$ cat src/rtl/irq_src_pkg.sv
// Package: shared definitions for the shareable interrupt source.
// Assumes a fixed 2-bit register address space.
package irq_src_pkg;
    localparam int ADDR_W = 2;

    typedef enum logic [ADDR_W-1:0] {
        REG_PEND = 2'd0,
        REG_MASK = 2'd1,
        REG_ANY  = 2'd2,
        REG_RSVD = 2'd3
    } reg_addr_e;
endpackage

$ cat src/rtl/irq_flag_bank.sv
// Module: irq_flag_bank
// Holds one sticky pending flag per source. An event sets its flag and a
// clear bit resets it. When both arrive in the same cycle, the set wins.
// Assumes events are synchronous single-cycle pulses.
module irq_flag_bank #(
    parameter int N = 8
) (
    input  logic         clk,
    input  logic         rst_n,
    input  logic [N-1:0] set_i,
    input  logic [N-1:0] clr_i,
    output logic [N-1:0] flag_o
);
    for (genvar k = 0; k < N; k++) begin : g_flag
        // Per-source sticky flag with set priority.
        always_ff @(posedge clk) begin
            if (!rst_n)
                flag_o[k] <= 1'b0;
            else if (set_i[k])
                flag_o[k] <= 1'b1;
            else if (clr_i[k])
                flag_o[k] <= 1'b0;
        end
    end
endmodule

$ cat src/rtl/irq_host_port.sv
// Module: irq_host_port
// Decodes host writes into the mask register and flag-clear strobes.
// Returns registered read data with a fixed one-cycle latency.
// Reads have no side effects. Assumes rd_en and wr_en are single-cycle strobes.
module irq_host_port
    import irq_src_pkg::*;
#(
    parameter int N = 8
) (
    input  logic              clk,
    input  logic              rst_n,
    input  logic              rd_en,
    input  logic              wr_en,
    input  logic [ADDR_W-1:0] addr,
    input  logic [N-1:0]      wdata,
    input  logic [N-1:0]      flag_i,
    input  logic              any_i,
    output logic [N-1:0]      clr_o,
    output logic [N-1:0]      mask_o,
    output logic [N-1:0]      rdata,
    output logic              rvalid
);
    logic [N-1:0] rd_mux;

    // Write-one-to-clear strobes toward the flag bank.
    always_comb begin
        clr_o = '0;
        if (wr_en && (addr == REG_PEND))
            clr_o = wdata;
    end

    // Enable mask storage, cleared by reset.
    always_ff @(posedge clk) begin
        if (!rst_n)
            mask_o <= '0;
        else if (wr_en && (addr == REG_MASK))
            mask_o <= wdata;
    end

    // Read data selection; reserved space reads zero.
    always_comb begin
        rd_mux = '0;
        unique case (addr)
            REG_PEND: rd_mux = flag_i;
            REG_MASK: rd_mux = mask_o;
            REG_ANY:  rd_mux[0] = any_i;
            default:  rd_mux = '0;
        endcase
    end

    // Registered read response, always one cycle after the strobe.
    always_ff @(posedge clk) begin
        if (!rst_n) begin
            rdata  <= '0;
            rvalid <= 1'b0;
        end else begin
            rvalid <= rd_en;
            if (rd_en)
                rdata <= rd_mux;
        end
    end
endmodule

$ cat src/rtl/irq_line_driver.sv
// Module: irq_line_driver
// Turns enabled pending flags into the active-low line enable and the summary
// bit. It is purely combinational, so both follow the stored state with the same timing.
// Assumes an external pull-up holds the shared line when released.
module irq_line_driver #(
    parameter int N = 8
) (
    input  logic [N-1:0] flag_i,
    input  logic [N-1:0] mask_i,
    output logic         any_o,
    output logic         oe_n_o
);
    // Drive only for this block's own enabled events.
    always_comb begin
        any_o  = |(flag_i & mask_i);
        oe_n_o = ~any_o;
    end
endmodule

$ cat src/rtl/shared_irq_source.sv
// Module: shared_irq_source (top)
// Level-sensitive interrupt source that can share one wired-OR line.
// It has a pending flag bank, a host register port and a line driver.
// Assumes evt_i is synchronous to clk and the reset is synchronous active-low.
module shared_irq_source
    import irq_src_pkg::*;
#(
    parameter int NUM_SRC = 8
) (
    input  logic               clk,
    input  logic               rst_n,
    input  logic [NUM_SRC-1:0] evt_i,
    input  logic               rd_en,
    input  logic               wr_en,
    input  logic [ADDR_W-1:0]  addr,
    input  logic [NUM_SRC-1:0] wdata,
    output logic [NUM_SRC-1:0] rdata,
    output logic               rvalid,
    output logic               irq_oe_n
);
    logic [NUM_SRC-1:0] pend_q;
    logic [NUM_SRC-1:0] mask_q;
    logic [NUM_SRC-1:0] clr_w;
    logic               any_w;

    irq_flag_bank #(.N(NUM_SRC)) u_flags (
        .clk    (clk),
        .rst_n  (rst_n),
        .set_i  (evt_i),
        .clr_i  (clr_w),
        .flag_o (pend_q)
    );

    irq_host_port #(.N(NUM_SRC)) u_port (
        .clk    (clk),
        .rst_n  (rst_n),
        .rd_en  (rd_en),
        .wr_en  (wr_en),
        .addr   (addr),
        .wdata  (wdata),
        .flag_i (pend_q),
        .any_i  (any_w),
        .clr_o  (clr_w),
        .mask_o (mask_q),
        .rdata  (rdata),
        .rvalid (rvalid)
    );

    irq_line_driver #(.N(NUM_SRC)) u_drv (
        .flag_i (pend_q),
        .mask_i (mask_q),
        .any_o  (any_w),
        .oe_n_o (irq_oe_n)
    );
endmodule

$ cat config.mk
export PLATFORM = sky130hd
export DESIGN_NAME = shared_irq_source
export DESIGN_NICKNAME = d
export VERILOG_FILES = /design/src/rtl/irq_src_pkg.sv /design/src/rtl/irq_flag_bank.sv /design/src/rtl/irq_host_port.sv /design/src/rtl/irq_line_driver.sv /design/src/rtl/shared_irq_source.sv
export SDC_FILE = /design/constraint.sdc
export NUM_CORES = 1
export LEC_CHECK = 0
export CAP_MARGIN = 20
export CELL_PAD_IN_SITES_DETAIL_PLACEMENT = 0
export CELL_PAD_IN_SITES_GLOBAL_PLACEMENT = 2
export CORE_UTILIZATION = 39
export DETAILED_ROUTE_END_ITERATION = 8
export DONT_BUFFER_PORTS = 1
export PLACE_DENSITY_LB_ADDON = 0.2
export SLEW_MARGIN = 5
export SYNTH_ARGS = -nofsm -noshare
export SYNTH_HDL_FRONTEND = slang
export SYNTH_SLANG_ARGS = --single-unit
$ cat constraint.sdc
create_clock -name clk -period 2.4 [get_ports clk]
set_input_delay 0.36 -clock clk [delete_from_list [all_inputs] [get_ports clk]]
set_output_delay 0.36 -clock clk [all_outputs]
set_load 0.02 [all_outputs]
* Word level (Yosys, flattened, before mapping)
Index checks and enable logic that the tools add are counted.
** Word-level totals
- Bits in registers :: 25
- Input bits :: 22
- Output and inout port bits :: 10
- Logic and storage cells :: 46
** Cells by class
- Equality and inequality tests :: 2
- Mux-type cells :: 19
- Bitwise operators :: 2
- Reduce and logical (&&, ||, !) cells :: 12
** Operators by type and width (count)
- 1-bit 2-to-1 mux :: 16
- 2-bit nonzero test :: 8
- 7-bit case mux with 2 select lines :: 1
- 8-bit AND :: 1
- 8-bit 2-to-1 mux :: 1
- 8-bit OR reduction :: 1
- 1-bit case mux with 3 select lines :: 1
- 2-bit by 1-bit equality test with 1-bit output, second input constant :: 1
- 2-bit equality test, second input constant :: 1
- 1-bit logical AND :: 2
- 2-bit zero test :: 1
- 1-bit NOT :: 1

* Longest topological paths before layout
- Word-level depth :: 5
- Depth in mapped cells :: 4
- Mapped depth without buffers :: 3

* Modules after synthesis
A second synthesis with hierarchy kept.
** Second synthesis, totals
- Cell total of the unflattened synthesis :: 105
- Area, all modules :: 1136.1 µm²
** By module, submodules not included
- irq_host_port :: times used 1, cells an instance 74, area an instance 753.2 µm², seq. area each 340.3 µm²
- irq_flag_bank :: times used 1, cells an instance 25, area an instance 337.8 µm², seq. area each 160.2 µm²
- irq_line_driver :: times used 1, cells an instance 6, area an instance 45.0 µm², seq. area each 0.0 µm²

* Worst setup path before layout
Ideal clock, no wire load.
- Kind :: reg-to-output
- Start :: register u_port.mask_o[4]
- End :: output port irq_oe_n
- Data arrival time :: 0.787 ns
- Data required time :: 2.040 ns
- Slack :: 1.253 ns
- Cell stages (with the launch flop) :: 3
- Path buffers :: 0
- Cell sequence :: dfxtp_1 a22oi_1 and4_1
** Between the ends
- Longest elaborated chain between the ends :: 3
** Ends and longest elaborated chain
- start, declared :: RTL line irq_host_port.sv:19 : output logic [N-1:0] mask_o,
- start signal, assigned :: RTL line irq_host_port.sv:37 : mask_o <= wdata;
- 8-bit AND :: RTL line irq_line_driver.sv:15 : any_o = |(flag_i & mask_i);
- 8-bit OR reduction :: RTL line irq_line_driver.sv:15
- 1-bit NOT :: RTL line irq_line_driver.sv:16 : oe_n_o = ~any_o;
- end, declared :: RTL line shared_irq_source.sv:19 : output logic irq_oe_n
No other way between the ends.

* Worst setup path after layout
Ends and elaborated chain as after synthesis.

==> results.toml <==
[status]
status = "finished clean"

[clock_tree]
post-cts-setup-buffer-count = 0
cts-buffers-inserted = 3
insertion_delay_ns = 0.32
ctsHtreeMaxLevel = 1
cts_num_sinks = 25
clockBufferDepth = 2
clkTransAtPathRegs_ns = 0.14
ctsHoldBuffers = 0
cts_root_buffer = "clkbuf_4"
tritoncts = "done"
cts_resized = 0

[worst_setup_path]
arrival_ns = 1.23
cp-start-kind = "flip-flop"
crit_type = "flip-flop to output port"
worstPathCellList = "a22oi_1 -> and4_1"
endpoint_kind = "output port"
cp_slowest_stage_delay_ns = 0.37
critPathSlowestCell = "and4_1"
crit_fanout = 3
cp.required_ns = 2.04

[yosys]
ys_ff_latch = 25
synth_most_common_cell = "dfxtp_1"
synth_common_cells = "dfxtp_1 (25), mux2i_1 (16)"
synth_top_area_share_pct = 46.1
synthFlopType = "dfxtp_1"
synth.area.top_cells = "dfxtp_1 (46%), mux2i_1 (15%), a21boi_0 (5.5%)"
yosysSeqAreaShare_pct = 46.1
netlist_instances = 105
synth_area_leader_cell = "dfxtp_1"
netlist_area_mm2 = 0.00108
synth_area_per_cell_um2 = 10.3
yosys_warnings = 0
synth_edf_count = 0
syn_nets = 127
synthArstFlopShare_pct = 0
yosysUniqueCellTypes = 19

[placement]
routabilityCongestion = 0.737
pre_cts_slack_ns = 1.07
dpl.hpwl_um = 1450
place_area_mm2 = 0.00109
portBuffers = 0

[global_route]
antenna_found_initial = 0
grt_pass1_vias = 662
grt_pass1_wl_um = 3120
grt_usage_pct = 15.3
grt_max_degree = 27
gr-total-overflow = 0

[layout]
post-route-util_pct = 43.8
num-nets-final = 126
diodes = 0
final_area_mm2 = 0.00111
layout-drive-gt1-share_pct = 4.85
area_delta_synth_final_pct = 2.77

[drt]
ant_nets = 0
routedWlPerCell_um = 14.8
drt_pre_antenna_iters = 4
dr.first_iter.drc_count = 6
via_count = 720
wl_um = 1970
drc = 0
viasPerCell = 5.41

[power_and_ir_drop]
total_power_w = 0.000695
ir_drop_mv = 0.414
power_density_mw_per_mm2 = 624
leakage_nw = 0.439

[sta]
fin_setup_tns_ns = 0
final.min_clock_period_ns = 1.59
slew_headroom_pct = 61.3
worst_pin_slew_ns = 0.578
hold_viol_final = 0
drv_slew = 0
finalSetupViolCount = 0
max_freq_mhz = 628
fin_ws_ns = 0.807
finalClockSkew_ns = 0.00783
rsz0062_at_grt = "no"
timing.final.crit_share_pct = 66.4

[floorplanning]
io_pins = 32
placementRows = 18
die_y_um = 54.7
core_area_mm2 = 0.00254
die_area_mm2 = 0.00300
initial_core_util_pct = 42.6
die_x_um = 54.7

[flow_run]
drv_cap = 0

[min_path]
hold_path_class = "input port to flip-flop"
power by group:
| group | switching, W | leakage, nW | internal [W] | total [W] |
|---|---|---|---|---|
| sequential | 0.0000176 | 0.205 | 0.000434 | 0.000451 |
| combinational | 0.0000230 | 0.216 | 0.0000336 | 0.0000566 |
| clock | 0.000125 | 0.0177 | 0.0000624 | 0.000187 |
| total | 0.000166 | 0.439 | 0.000530 | 0.000695 |
area by class of cell:
type,count,area (µm²)
fillers,265,1430
multi-input cells,66,519
flip-flops and latches,25,500
well taps,30,37.5
inverters,8,30.0
clock buffers,3,22.5
clock inverters,1,5.00
state kept, by name, indices dropped and copies added, names as in the netlist:
register,flops
u_flags.flag_o,8
u_port.mask_o,8
u_port.rdata,8
u_port.rvalid,1
per-layer routing:
metal  vias to the layer above  track usage (%)  routed length [µm]
li1                        363                -                   -
met1                       333             20.5                 949
met2                        22             22.5                 852
met3                         2             6.67                 153
met4                         0             2.56                  13
met5                         -                0                   0
per-stage QoR:
| stage | hold WS [ns] | instances |
|---|---|---|
| 2_1_floorplan | 0.484 | 105 |
| 4_1_cts | 0.129 | 133 |
| 3_5_place_dp | 0.483 | 129 |
| 6_report | 0.138 | 133 |
| 3_3_place_gp | 0.480 | 129 |
| 5_1_grt | 0.112 | 133 |
path summary, 6_finish.rpt:
check	slack [ns]	depth (start not counted)	end	from
worst max-delay path	0.81	2	irq_oe_n	u_port.mask_o[4]
worst min-delay path	0.14	1	u_flags.flag_o[7]	rst_n
worst max register to register	1.30	3	u_port.rdata[0]	u_port.mask_o[4]
worst min register to register	0.55	2	u_port.mask_o[7]	u_port.mask_o[7]
kinds of logic (layout without fill, tap and decap cells):
family | count (synthesis) | after routing | synth area share [%]
AOI/OAI and AO/OA | 29 | 29 | 19.3
buffers and inverters | 14 | 12 | 6.00
DFF | 25 | 25 | 46.1
muxes | 16 | 16 | 14.8
and+or+nand+nor | 21 | 21 | 13.8
cell usage in the layout (no fill, tap or decap), drive strengths merged, types with 3 or more instances in the layout:
cell type,instances
a21boi,8
a22oi,4
and2,8
clkbuf,3
dfxtp,25
inv,8
mux2i,16
nor2b,8
o21a,8
o22ai,8
worst max-delay path: cells and delay by family (launching register included):
| kind | cells | cell delay (ns) |
|---|---|---|
| simple gates | 1 | 0.37 |
| flops | 1 | 0.35 |
| compound gates | 1 | 0.19 |
Power figures use the tool's default switching activity.
